**config.mk**
```make
export PLATFORM = sky130hd
export DESIGN_NAME = hpm_unit
export DESIGN_NICKNAME = d
export VERILOG_FILES = /design/src/rtl/hpm_pkg.sv /design/src/rtl/hpm_event_sel.sv /design/src/rtl/hpm_counter.sv /design/src/rtl/hpm_access.sv /design/src/rtl/hpm_unit.sv
export SDC_FILE = /design/constraint.sdc
export NUM_CORES = 2
export LEC_CHECK = 0
export BUFFER_PORTS_ARGS = -buffer_cell sky130_fd_sc_hd__buf_4
export CORE_MARGIN = 4
export CORE_UTILIZATION = 45
export CTS_CLUSTER_DIAMETER = 30
export DETAILED_ROUTE_END_ITERATION = 12
export HOLD_SLACK_MARGIN = 0.05
export PLACE_DENSITY_LB_ADDON = 0.25
export SYNTH_ARGS = -nofsm -noshare
export SYNTH_HDL_FRONTEND = slang
export SYNTH_SLANG_ARGS = --single-unit
```
**constraint.sdc**
```tcl
create_clock -name clk -period 4.2 [get_ports clk]
set_input_delay 0.42 -clock clk [delete_from_list [all_inputs] [get_ports clk]]
set_output_delay 0.42 -clock clk [all_outputs]
set_load 0.05 [all_outputs]
```
**src/rtl/hpm_pkg.sv**
```systemverilog
package hpm_pkg;
  localparam int NSLOT = 9;
  localparam logic [NSLOT-1:0] SLOT_MASK = 9'h1FD;
  localparam logic [4:0] FIRST_GEN = 5'd3;
  localparam logic [4:0] LAST_SLOT = 5'd8;

  typedef enum logic [1:0] {
    PRIV_USER  = 2'b00,
    PRIV_SUPER = 2'b01,
    PRIV_RSVD  = 2'b10,
    PRIV_MACH  = 2'b11
  } priv_e;

  typedef enum logic [2:0] {
    K_NONE, K_CTR_LO, K_CTR_HI, K_SEL, K_INH, K_MEN, K_SEN
  } kind_e;

  localparam logic [2:0] RG_CTR_LO = 3'd0;
  localparam logic [2:0] RG_CTR_HI = 3'd1;
  localparam logic [2:0] RG_ALI_LO = 3'd2;
  localparam logic [2:0] RG_ALI_HI = 3'd3;
  localparam logic [2:0] RG_SEL    = 3'd4;
  localparam logic [2:0] RG_CTRL   = 3'd5;

  // write has priority over the increment
  function automatic logic [63:0] next_count(input logic [63:0] cur, input logic inc,
                                             input logic wr, input logic [63:0] wval);
    if (wr) return wval;
    return cur + {63'd0, inc};
  endfunction
endpackage

```
**src/rtl/hpm_event_sel.sv**
```systemverilog
module hpm_event_sel #(
  parameter int NUM_EVT = 22,
  parameter int SEL_W   = 5
) (
  input  logic [SEL_W-1:0]   code_i,
  input  logic [NUM_EVT-1:0] evt_i,
  output logic               hit_o
);
  always_comb begin
    hit_o = 1'b0;
    for (int k = 0; k < NUM_EVT; k++) begin
      if (code_i == SEL_W'(k + 1)) hit_o = evt_i[k];
    end
  end
endmodule

```
**src/rtl/hpm_counter.sv**
```systemverilog
module hpm_counter
  import hpm_pkg::*;
(
  input  logic        clk,
  input  logic        rst_n,
  input  logic        inc_i,
  input  logic        wr_i,
  input  logic [63:0] wval_i,
  output logic [63:0] q_o
);
  always_ff @(posedge clk or negedge rst_n) begin
    if (!rst_n) q_o <= '0;
    else        q_o <= next_count(q_o, inc_i, wr_i, wval_i);
  end
endmodule

```
**src/rtl/hpm_access.sv**
```systemverilog
module hpm_access
  import hpm_pkg::*;
#(
  parameter int XLEN = 32
) (
  input  logic             req_i,
  input  logic             we_i,
  input  logic [11:0]      addr_i,
  input  logic [1:0]       priv_i,
  input  logic [NSLOT-1:0] men_i,
  input  logic [NSLOT-1:0] sen_i,
  output kind_e            kind_o,
  output logic [4:0]       slot_o,
  output logic             ok_o,
  output logic             illegal_o
);
  localparam logic HAS_HI = (XLEN == 32);

  logic [2:0] region;
  logic       top_zero, slot_ctr, slot_gen, is_mach, is_super, men_bit, sen_bit, may_read;
  logic       legal;

  assign region   = addr_i[7:5];
  assign top_zero = (addr_i[11:8] == 4'd0);
  assign slot_o   = addr_i[4:0];
  assign slot_ctr = (slot_o <= LAST_SLOT) && (slot_o != 5'd1);
  assign slot_gen = (slot_o >= FIRST_GEN) && (slot_o <= LAST_SLOT);
  assign is_mach  = (priv_i == PRIV_MACH);
  assign is_super = (priv_i == PRIV_SUPER);

  always_comb begin
    men_bit = 1'b0;
    sen_bit = 1'b0;
    for (int n = 0; n < NSLOT; n++) begin
      if (slot_o == 5'(n)) begin
        men_bit = men_i[n];
        sen_bit = sen_i[n];
      end
    end
  end

  assign may_read = is_mach | (is_super & men_bit) | (!is_mach & !is_super & men_bit & sen_bit);

  always_comb begin
    kind_o = K_NONE;
    legal  = 1'b0;
    if (top_zero) begin
      unique case (region)
        RG_CTR_LO: begin kind_o = K_CTR_LO; legal = slot_ctr & is_mach; end
        RG_CTR_HI: begin kind_o = K_CTR_HI; legal = slot_ctr & is_mach & HAS_HI; end
        RG_ALI_LO: begin kind_o = K_CTR_LO; legal = slot_ctr & !we_i & may_read; end
        RG_ALI_HI: begin kind_o = K_CTR_HI; legal = slot_ctr & !we_i & may_read & HAS_HI; end
        RG_SEL:    begin kind_o = K_SEL;    legal = slot_gen & is_mach; end
        RG_CTRL: begin
          if (slot_o == 5'd0)      begin kind_o = K_INH; legal = is_mach; end
          else if (slot_o == 5'd1) begin kind_o = K_MEN; legal = is_mach; end
          else if (slot_o == 5'd2) begin kind_o = K_SEN; legal = is_mach | is_super; end
        end
        default: legal = 1'b0;
      endcase
    end
  end

  assign ok_o      = req_i & legal;
  assign illegal_o = req_i & !legal;
endmodule

```
**src/rtl/hpm_unit.sv**
```systemverilog
module hpm_unit
  import hpm_pkg::*;
#(
  parameter int XLEN    = 32,
  parameter int NUM_EVT = 22
) (
  input  logic               clk,
  input  logic               rst_n,
  input  logic [NUM_EVT-1:0] evt_i,
  input  logic               retire_i,
  input  logic [1:0]         priv_i,
  input  logic               csr_req_i,
  input  logic               csr_we_i,
  input  logic [11:0]        csr_addr_i,
  input  logic [XLEN-1:0]    csr_wdata_i,
  output logic [XLEN-1:0]    csr_rdata_o,
  output logic               csr_illegal_o
);
  localparam int SEL_W = $clog2(NUM_EVT + 1);

  kind_e            kind;
  logic [4:0]       slot;
  logic             acc_ok, acc_wr;
  logic [NSLOT-1:0] inh_q, men_q, sen_q;
  logic [NSLOT-1:0] wr_slot, inc_slot;
  logic [63:0]      cnt    [NSLOT];
  logic [63:0]      wr_val [NSLOT];
  logic [SEL_W-1:0] sel_q  [NSLOT];
  logic [SEL_W-1:0] sel_wcode;
  logic [63:0]      cnt_pick;
  logic [SEL_W-1:0] sel_pick;

  hpm_access #(.XLEN(XLEN)) u_access (
    .req_i     (csr_req_i),
    .we_i      (csr_we_i),
    .addr_i    (csr_addr_i),
    .priv_i    (priv_i),
    .men_i     (men_q),
    .sen_i     (sen_q),
    .kind_o    (kind),
    .slot_o    (slot),
    .ok_o      (acc_ok),
    .illegal_o (csr_illegal_o)
  );

  assign acc_wr    = acc_ok & csr_we_i;
  assign sel_wcode = (csr_wdata_i <= XLEN'(NUM_EVT)) ? csr_wdata_i[SEL_W-1:0] : '0;

  // control masks
  always_ff @(posedge clk or negedge rst_n) begin
    if (!rst_n) begin
      inh_q <= '0;
      men_q <= '0;
      sen_q <= '0;
    end else if (acc_wr) begin
      if (kind == K_INH) inh_q <= csr_wdata_i[NSLOT-1:0] & SLOT_MASK;
      if (kind == K_MEN) men_q <= csr_wdata_i[NSLOT-1:0] & SLOT_MASK;
      if (kind == K_SEN) sen_q <= csr_wdata_i[NSLOT-1:0] & SLOT_MASK;
    end
  end

  for (genvar n = 0; n < NSLOT; n++) begin : g_slot
    if (n == 1) begin : g_hole
      assign cnt[n]      = '0;
      assign wr_val[n]   = '0;
      assign wr_slot[n]  = 1'b0;
      assign inc_slot[n] = 1'b0;
      assign sel_q[n]    = '0;
    end else begin : g_ctr
      assign wr_slot[n] = acc_wr && (kind == K_CTR_LO || kind == K_CTR_HI) && (slot == 5'(n));

      if (XLEN == 32) begin : g_split
        assign wr_val[n] = (kind == K_CTR_HI) ? {csr_wdata_i[31:0], cnt[n][31:0]}
                                              : {cnt[n][63:32], csr_wdata_i[31:0]};
      end else begin : g_full
        assign wr_val[n] = 64'(csr_wdata_i);
      end

      if (n == 0) begin : g_cyc
        assign sel_q[n]    = '0;
        assign inc_slot[n] = ~inh_q[n];
      end else if (n == 2) begin : g_ret
        assign sel_q[n]    = '0;
        assign inc_slot[n] = retire_i & ~inh_q[n];
      end else begin : g_gen
        logic hit;
        always_ff @(posedge clk or negedge rst_n) begin
          if (!rst_n) sel_q[n] <= '0;
          else if (acc_wr && kind == K_SEL && slot == 5'(n)) sel_q[n] <= sel_wcode;
        end
        hpm_event_sel #(.NUM_EVT(NUM_EVT), .SEL_W(SEL_W)) u_sel (
          .code_i (sel_q[n]),
          .evt_i  (evt_i),
          .hit_o  (hit)
        );
        assign inc_slot[n] = hit & ~inh_q[n];
      end

      hpm_counter u_cnt (
        .clk    (clk),
        .rst_n  (rst_n),
        .inc_i  (inc_slot[n]),
        .wr_i   (wr_slot[n]),
        .wval_i (wr_val[n]),
        .q_o    (cnt[n])
      );
    end
  end

  always_comb begin
    cnt_pick = '0;
    sel_pick = '0;
    for (int n = 0; n < NSLOT; n++) begin
      if (slot == 5'(n)) begin
        cnt_pick = cnt[n];
        sel_pick = sel_q[n];
      end
    end
  end

  always_comb begin
    csr_rdata_o = '0;
    if (acc_ok) begin
      unique case (kind)
        K_CTR_LO: csr_rdata_o = XLEN'(cnt_pick);
        K_CTR_HI: csr_rdata_o = XLEN'(cnt_pick[63:32]);
        K_SEL:    csr_rdata_o = XLEN'(sel_pick);
        K_INH:    csr_rdata_o = XLEN'(inh_q);
        K_MEN:    csr_rdata_o = XLEN'(men_q);
        K_SEN:    csr_rdata_o = XLEN'(sen_q);
        default:  csr_rdata_o = '0;
      endcase
    end
  end
endmodule

```
## Word level (Yosys, flattened, before mapping)

Cells that the tools add are included.

| word-level totals | value |
|---|---|
| flip-flop bits (word level) | 566 |
| bits of input ports | 73 |
| word-level logic and storage cells | 471 |

| operators by class | value |
|---|---|
| add/sub/neg operators | 8 |
| order comparisons | 3 |
| equality and inequality tests | 170 |
| mux-type cells | 203 |
| bitwise gates (word level) | 29 |
| reduce and logical (&&, ||, !) cells | 33 |

Operators with widths:

| kind | count |
|---|---|
| 64-bit 2-to-1 mux | 26 |
| 64-bit by 1-bit adder with 64-bit output | 8 |
| 5-bit by 4-bit == test with 1-bit output (second input constant) | 49 |
| 5-bit == test (second input constant) | 42 |
| 32-bit one-hot mux with 6 select lines | 1 |
| 1-bit 2-to-1 mux | 162 |
| 5-bit by 3-bit == test with 1-bit output (second input constant) | 28 |
| 5-bit by 2-bit == test with 1-bit output (second input constant) | 14 |
| 3-bit inequality test (second input constant) | 16 |
| 5-bit by 1-bit == test with 1-bit output (second input constant) | 7 |
| 5-bit 2-to-1 mux | 7 |
| 32-bit by 5-bit <= comparator with 1-bit output (second input constant) | 1 |
| 32-bit 2-to-1 mux | 1 |
| 1-bit AND | 18 |
| 1-bit logical AND | 18 |
| 3-bit == test (second input constant) | 5 |
| 3-bit by 2-bit == test with 1-bit output (second input constant) | 4 |
| 3-bit 2-to-1 mux | 4 |
| 3-bit one-hot mux with 4 select lines | 1 |
| 1-bit inverter | 8 |
| 2-bit OR reduction | 4 |
| 3-bit by 1-bit == test with 1-bit output (second input constant) | 2 |
| 2-bit AND reduction | 3 |
| 5-bit by 2-bit greater-or-equal comparator with 1-bit output (second input constant) | 1 |
| 11 further kinds | 16 |

## Depth between registers and ports, before layout

| logic depth | value |
|---|---|
| depth after elaboration | 26 |
| mapped depth | 19 |
| mapped depth without buffers | 15 |

## Cells and area by module

Synthesis repeated with hierarchy kept, for this count alone.

| unflattened totals | value |
|---|---|
| cells, all modules | 5621 |
| area, all modules | 45613.7 um^2 |

Modules (own cells, without submodules):

| module | instances | cells an instance | area an instance (um^2) | seq. area each (um^2) |
|---|---|---|---|---|
| hpm_counter | 8 | 434 | 3766.1 | 1601.5 |
| hpm_unit | 1 | 1767 | 12891.1 | 1351.3 |
| hpm_event_sel | 6 | 52 | 341.6 | 0.0 |
| hpm_access | 1 | 70 | 544.3 | 0.0 |

## Worst setup path before layout

Ideal clock, no wire load.

| timing path | value |
|---|---|
| kind | reg-to-reg |
| from | reg sel_q[11] (netlist name) |
| to | reg g_slot[6].g_ctr.u_cnt.q_o[62] |
| setup time | 123 ps |
| data arrival time | 4338 ps |
| setup slack | -260 ps |
| stages on the path, launching flop included | 16 |
| buffers on the path | 3 |
| cell sequence | dfrtp_1 clkbuf_1 clkbuf_1 a311oi_1 a2111oi_0 a21oi_1 o31a_1 a311oi_1 ha_1 nand3_1 or4b_2 or3_1 nor4_2 o21ai_0 buf_2 o221a_2 |

| between the ends | value |
|---|---|
| word-level cells in the longest chain between the ends | 26 |
| elaborated cells between the ends (all ways) | 47 |

RTL lines:

| what | line | text |
|---|---|---|
| start, declared | hpm_unit.sv:28 | `logic [SEL_W-1:0] sel_q [NSLOT];` |
| start signal, assigned by index | hpm_unit.sv:89 | `else if (acc_wr && kind == K_SEL && slot == 5'(n)) sel_q[n] <= sel_wcode;` |
| 5-bit by 1-bit == test with 1-bit output | hpm_event_sel.sv:12 | `if (code_i == SEL_W'(k + 1)) hit_o = evt_i[k];` |
| 1-bit 2-to-1 mux (21 in a row) | hpm_event_sel.sv:12 |  |
| 1-bit 2-to-1 mux (*) | hpm_event_sel.sv:12 |  |
| 1-bit AND (*) | hpm_unit.sv:96 | `assign inc_slot[n] = hit & ~inh_q[n];` |
| 64-bit by 1-bit adder with 64-bit output (*) | hpm_pkg.sv:29 | `return cur + {63'd0, inc};` |
| 64-bit 2-to-1 mux (*) | hpm_pkg.sv:29 |  |
| end signal, assigned | hpm_counter.sv:13 | `else q_o <= next_count(q_o, inc_i, wr_i, wval_i);` |
| end, declared | hpm_counter.sv:9 | `output logic [63:0] q_o` |

Every way passes the cells marked *; elsewhere a longest branch is shown, timed or not.
A chain may end at the register's enable or synchronous reset.

## Final worst setup path

| timing path | value |
|---|---|
| from | reg sen_q[6] |
| to | out csr_rdata_o[26] |

| between the ends | value |
|---|---|
| word-level cells in the longest chain between the ends | 10 |

RTL lines:

| what | line | text |
|---|---|---|
| start, declared | hpm_unit.sv:24 | `logic [NSLOT-1:0] inh_q, men_q, sen_q;` |
| start signal, assigned | hpm_unit.sv:58 | `if (kind == K_SEN) sen_q <= csr_wdata_i[NSLOT-1:0] & SLOT_MASK;` |
| 1-bit 2-to-1 mux (3 in a row) | hpm_access.sv:35 | `if (slot_o == 5'(n)) begin` |
| 1-bit AND | hpm_access.sv:42 | `assign may_read = is_mach \| (is_super & men_bit) \| (!is_mach & !is_super & men_bit & sen_bit);` |
| 1-bit bitwise OR | hpm_access.sv:42 |  |
| 1-bit AND | hpm_access.sv:51, hpm_access.sv:52 |  |
| 1-bit one-hot mux with 4 select lines | hpm_access.sv:48 | `unique case (region)` |
| 1-bit 2-to-1 mux | hpm_access.sv:47 | `if (top_zero) begin` |
| 1-bit AND | hpm_access.sv:64 | `assign ok_o = req_i & legal;` |
| 32-bit 2-to-1 mux | hpm_unit.sv:123 | `if (acc_ok) begin` |
| end, declared | hpm_unit.sv:16 | `output logic [XLEN-1:0] csr_rdata_o,` |

Every way passes these cells.

==> flow_metrics.tcl <==
set metrics [dict create \
    outcome "finished clean" \
    cts.htree.levels 4 \
    worstPathArrival_ns 3.76 \
    p_total_uw 20200 \
    viasPerCell 7.53 \
    path_max_fanout 6 \
    regArea_um2 14200 \
    path_class "flop to output pin" \
    tritoncts "built" \
    ir_worst_vdd_v 0.000391 \
    worstSetupStartpointType "flop" \
    yosysUniqueCellTypes 83 \
    syn-mean-instance-area_um2 7.97 \
    cts_made_buffers 171 \
    cp_slowest_cell "nor3_2" \
    max_cap_violations 0 \
    synth_cells 5090 \
    clkSinkCount 566 \
    crit_family "simple AND/OR/NAND/NOR gates" \
    synth_fa_ha_area_frac 0.00494 \
    grt_max_degree 96 \
    place_area_um2 45100 \
    whs_path_depth 3 \
    finalCritPeriodShare 0.995 \
    initial_core_util 0.456 \
    min_from "csr_wdata_i[24]" \
    tightest_slew_ns 1.43 \
    slew_viol_final 0 \
    detail_route.wl_per_cell_um 36.1 \
    reg2reg_depth 16 \
    core_area_um2 88900 \
    cp_data_required_time_ns 3.78 \
    regToRegEndpoint "g_slot[6].g_ctr.u_cnt.q_o[62]$_DFFE_PN0P_" \
    clock.fmax_mhz 239 \
    clock_latency_ns 0.79 \
    drt_iter0_drc 8875 \
    vias 50600 \
    fin_util 0.578 \
    cts_buffer_depth 3 \
    finalSetupViolations 0 \
    powerDensity_nw_per_um2 392 \
    drt-total-wl_um 243000 \
    synth_top_family_by_area "compound AO/OA/AOI/OAI gates" \
    holdCritPathClass "input port to flop" \
    drive_gt1_frac 0.193 \
    grt_pass1_wl_um 341000 \
    grt_overflow 0 \
    areaGrowthSynthToFinish_pct 26.7 \
    synth-main-ff-cell "dfrtp_1" \
    fillCellCount 8070 \
    netlist_top_cells_area "dfrtp_1 35%, o21ai_0 4.6%, nand2_1 4.3%, a21oi_1 4.3%, nand3_1 3.4%" \
    worst-path-buf-inv 1 \
    power.leakage_uw 0.0208 \
    hold_viol 0 \
    multi_input_area_um2 24600 \
    synth-edff-count 0 \
    critPathLaunch "sen_q[6]$_DFFE_PN0P_" \
    routabilityCongestion 1.04 \
    hpwl_um 169000 \
    yosys.area.top_type "dfrtp_1" \
    rsz0062_at_grt "yes" \
    yosys.area_share.simple 0.248 \
    final_area_um2 51400 \
    grt_antenna_before_repair 20 \
    crit_chain "nor3b_1 > a211o_1 > a311oi_1 > or2_2 > nor4_1 > nand2_1 > nor3_2 > buf_4" \
    rrSetupSlack_ns 0.11 \
    ys_seq_area_frac 0.349 \
    drt_pre_antenna_iters 7 \
    cp-end-kind "output pin" \
    drc 0 \
    gr-usage-all-layers 0.495 \
    ant_nets 0 \
    synth_seq_cells 566 \
    dieArea_um2 95000 \
    fp.dieW_um 308 \
    synth_compound_area_frac 0.317 \
    dieHeight_um 308 \
    pin_count 106 \
    worstHoldEndpoint "g_slot[4].g_ctr.u_cnt.q_o[56]$_DFFE_PN0P_" \
    syn-cell-area_um2 40600 \
    cts_root_buffer "clkbuf_16" \
    rows 109 \
    grt_pass1_vias 46200 \
    port_buffers 105 \
    clock_skew_ns 0.0275 \
    yosys_warnings 0 \
    synth_top_area_share 0.349 \
    timing.rr.start "sel_q[12]$_DFFE_PN0P_" \
    nNetsFinal 5477 \
    cpPeakStageDelay_ns 0.59 \
    slew_headroom 0.0409 \
    cts.clk_slew.worst_paths_ns 0.05 \
    muxShareOfSynthArea 0.0230 \
    async_reset_ff_frac 1.00 \
    synth_nets 5179 \
    period_needed_ns 4.18 \
    synthXorXnorAreaFrac 0.00173 \
]
## final cells by class
| class | instances | share of cell area |
|---|---|---|
| antenna | 15 | 0.000730 |
| clock buffer | 235 | 0.0963 |
| clock inverter | 82 | 0.0200 |
| inverter | 165 | 0.0121 |
| multi-input combinational | 3934 | 0.478 |
| sequential | 566 | 0.276 |
| tap | 1165 | 0.0284 |
| timing repair buffer | 550 | 0.0889 |
## cells by family after synthesis
group,Yosys count
mux,84
simple gates,1950
buf+inv,590
xor+xnor,8
fa+ha+maj,16
flops,566
compound gates,1876
## layer usage
metal	track usage	vias to the layer above	routed length (µm)
li1	-	20500	-
met3	0.232	1138	40600
met4	0.362	24	21800
met1	0.622	24300	86900
met2	0.657	4640	93000
met5	0.0101	-	294
## synthesized netlist by cell type (31+ instances only)
master,instances
a211oi_1,107
o21ai_0,376
o32ai_1,34
nand3b_1,32
and2_1,50
a32oi_1,36
buf_1,47
or3_1,46
clkbuf_1,341
dfrtp_1,566
a22o_1,51
nand4_1,133
and3_1,120
a221oi_1,116
nand2_1,467
nand3_1,277
a21boi_0,31
o221ai_1,40
nor2_1,364
a22oi_1,131
o211ai_1,89
mux2_2,63
and4_1,67
o22ai_1,185
a21oi_1,346
nor4_1,62
nor3_1,161
inv_1,165
buf_2,37
o221a_2,46
## cell usage in the layout (no fill, tap or decap), drive strengths merged, types with 51 or more instances in the layout
cell / n
clkbuf: 235
dfrtp: 566
nor4: 72
inv: 177
nand3: 278
buf: 549
o21ai: 376
a22oi: 131
a211oi: 107
a22o: 51
a221oi: 116
and3: 120
nand2: 467
nor2: 364
a21oi: 346
and2: 54
o211ai: 89
nand4: 134
mux2: 63
and4: 67
o22ai: 185
nor3: 167
## worst min-delay path: cells and delay by family
kind	cells	cell delay, ns
compound gates	1	0.08
buf+inv	1	0.23
simple gates	1	0.10
## sequential cells by signal, indices dropped and copies added, names as in the netlist
| signal | count |
|---|---|
| sel_q | 30 |
| men_q | 8 |
| inh_q | 8 |
| g_slot.g_ctr.u_cnt.q_o | 512 |
| sen_q | 8 |
## report_power, final
part	switching (µW)	internal, µW
registers	85.4	5520
clock network	4270	9140
logic	898	241
total	5250	14900
## metrics by stage
stage               hold slack, ns  TNS, ns  setup slack [ns]  std cells
detailed placement           0.495    -4.42            -0.295       6372
global route                 0.109   -0.612           -0.0938       6697
finish                       0.120        0            0.0222       6712
global placement             0.487    -5.35            -0.334       6372
floorplan                    0.124        0          0.000146       5090
CTS                         0.0765        0            0.0267       6690
## worst max path at each step
stage	to	slack [ns]	cells past startpoint
final	csr_rdata_o[26]	0.02	8
after global routing	g_slot[6].g_ctr.u_cnt.q_o[62]$_DFFE_PN0P_	-0.09	16
after CTS	csr_rdata_o[26]	0.03	8
after detailed placement	g_slot[6].g_ctr.u_cnt.q_o[56]$_DFFE_PN0P_	-0.30	18
after global placement	g_slot[6].g_ctr.u_cnt.q_o[62]$_DFFE_PN0P_	-0.33	17
after floorplan	g_slot[6].g_ctr.u_cnt.q_o[62]$_DFFE_PN0P_	0.0001	16
## what timing repair did
action | 4_1_cts | 5_1_grt
endpoints found under the hold margin | 68 | 0
hold buffers | 1 | 0
pin swaps | 3 | 13
setup endpoints to repair | 31 | 70
resized for setup | 8 | 54
gates cloned | 0 | 1
setup buffers | 0 | 6
No activity file was read; power rests on OpenSTA's default activity.
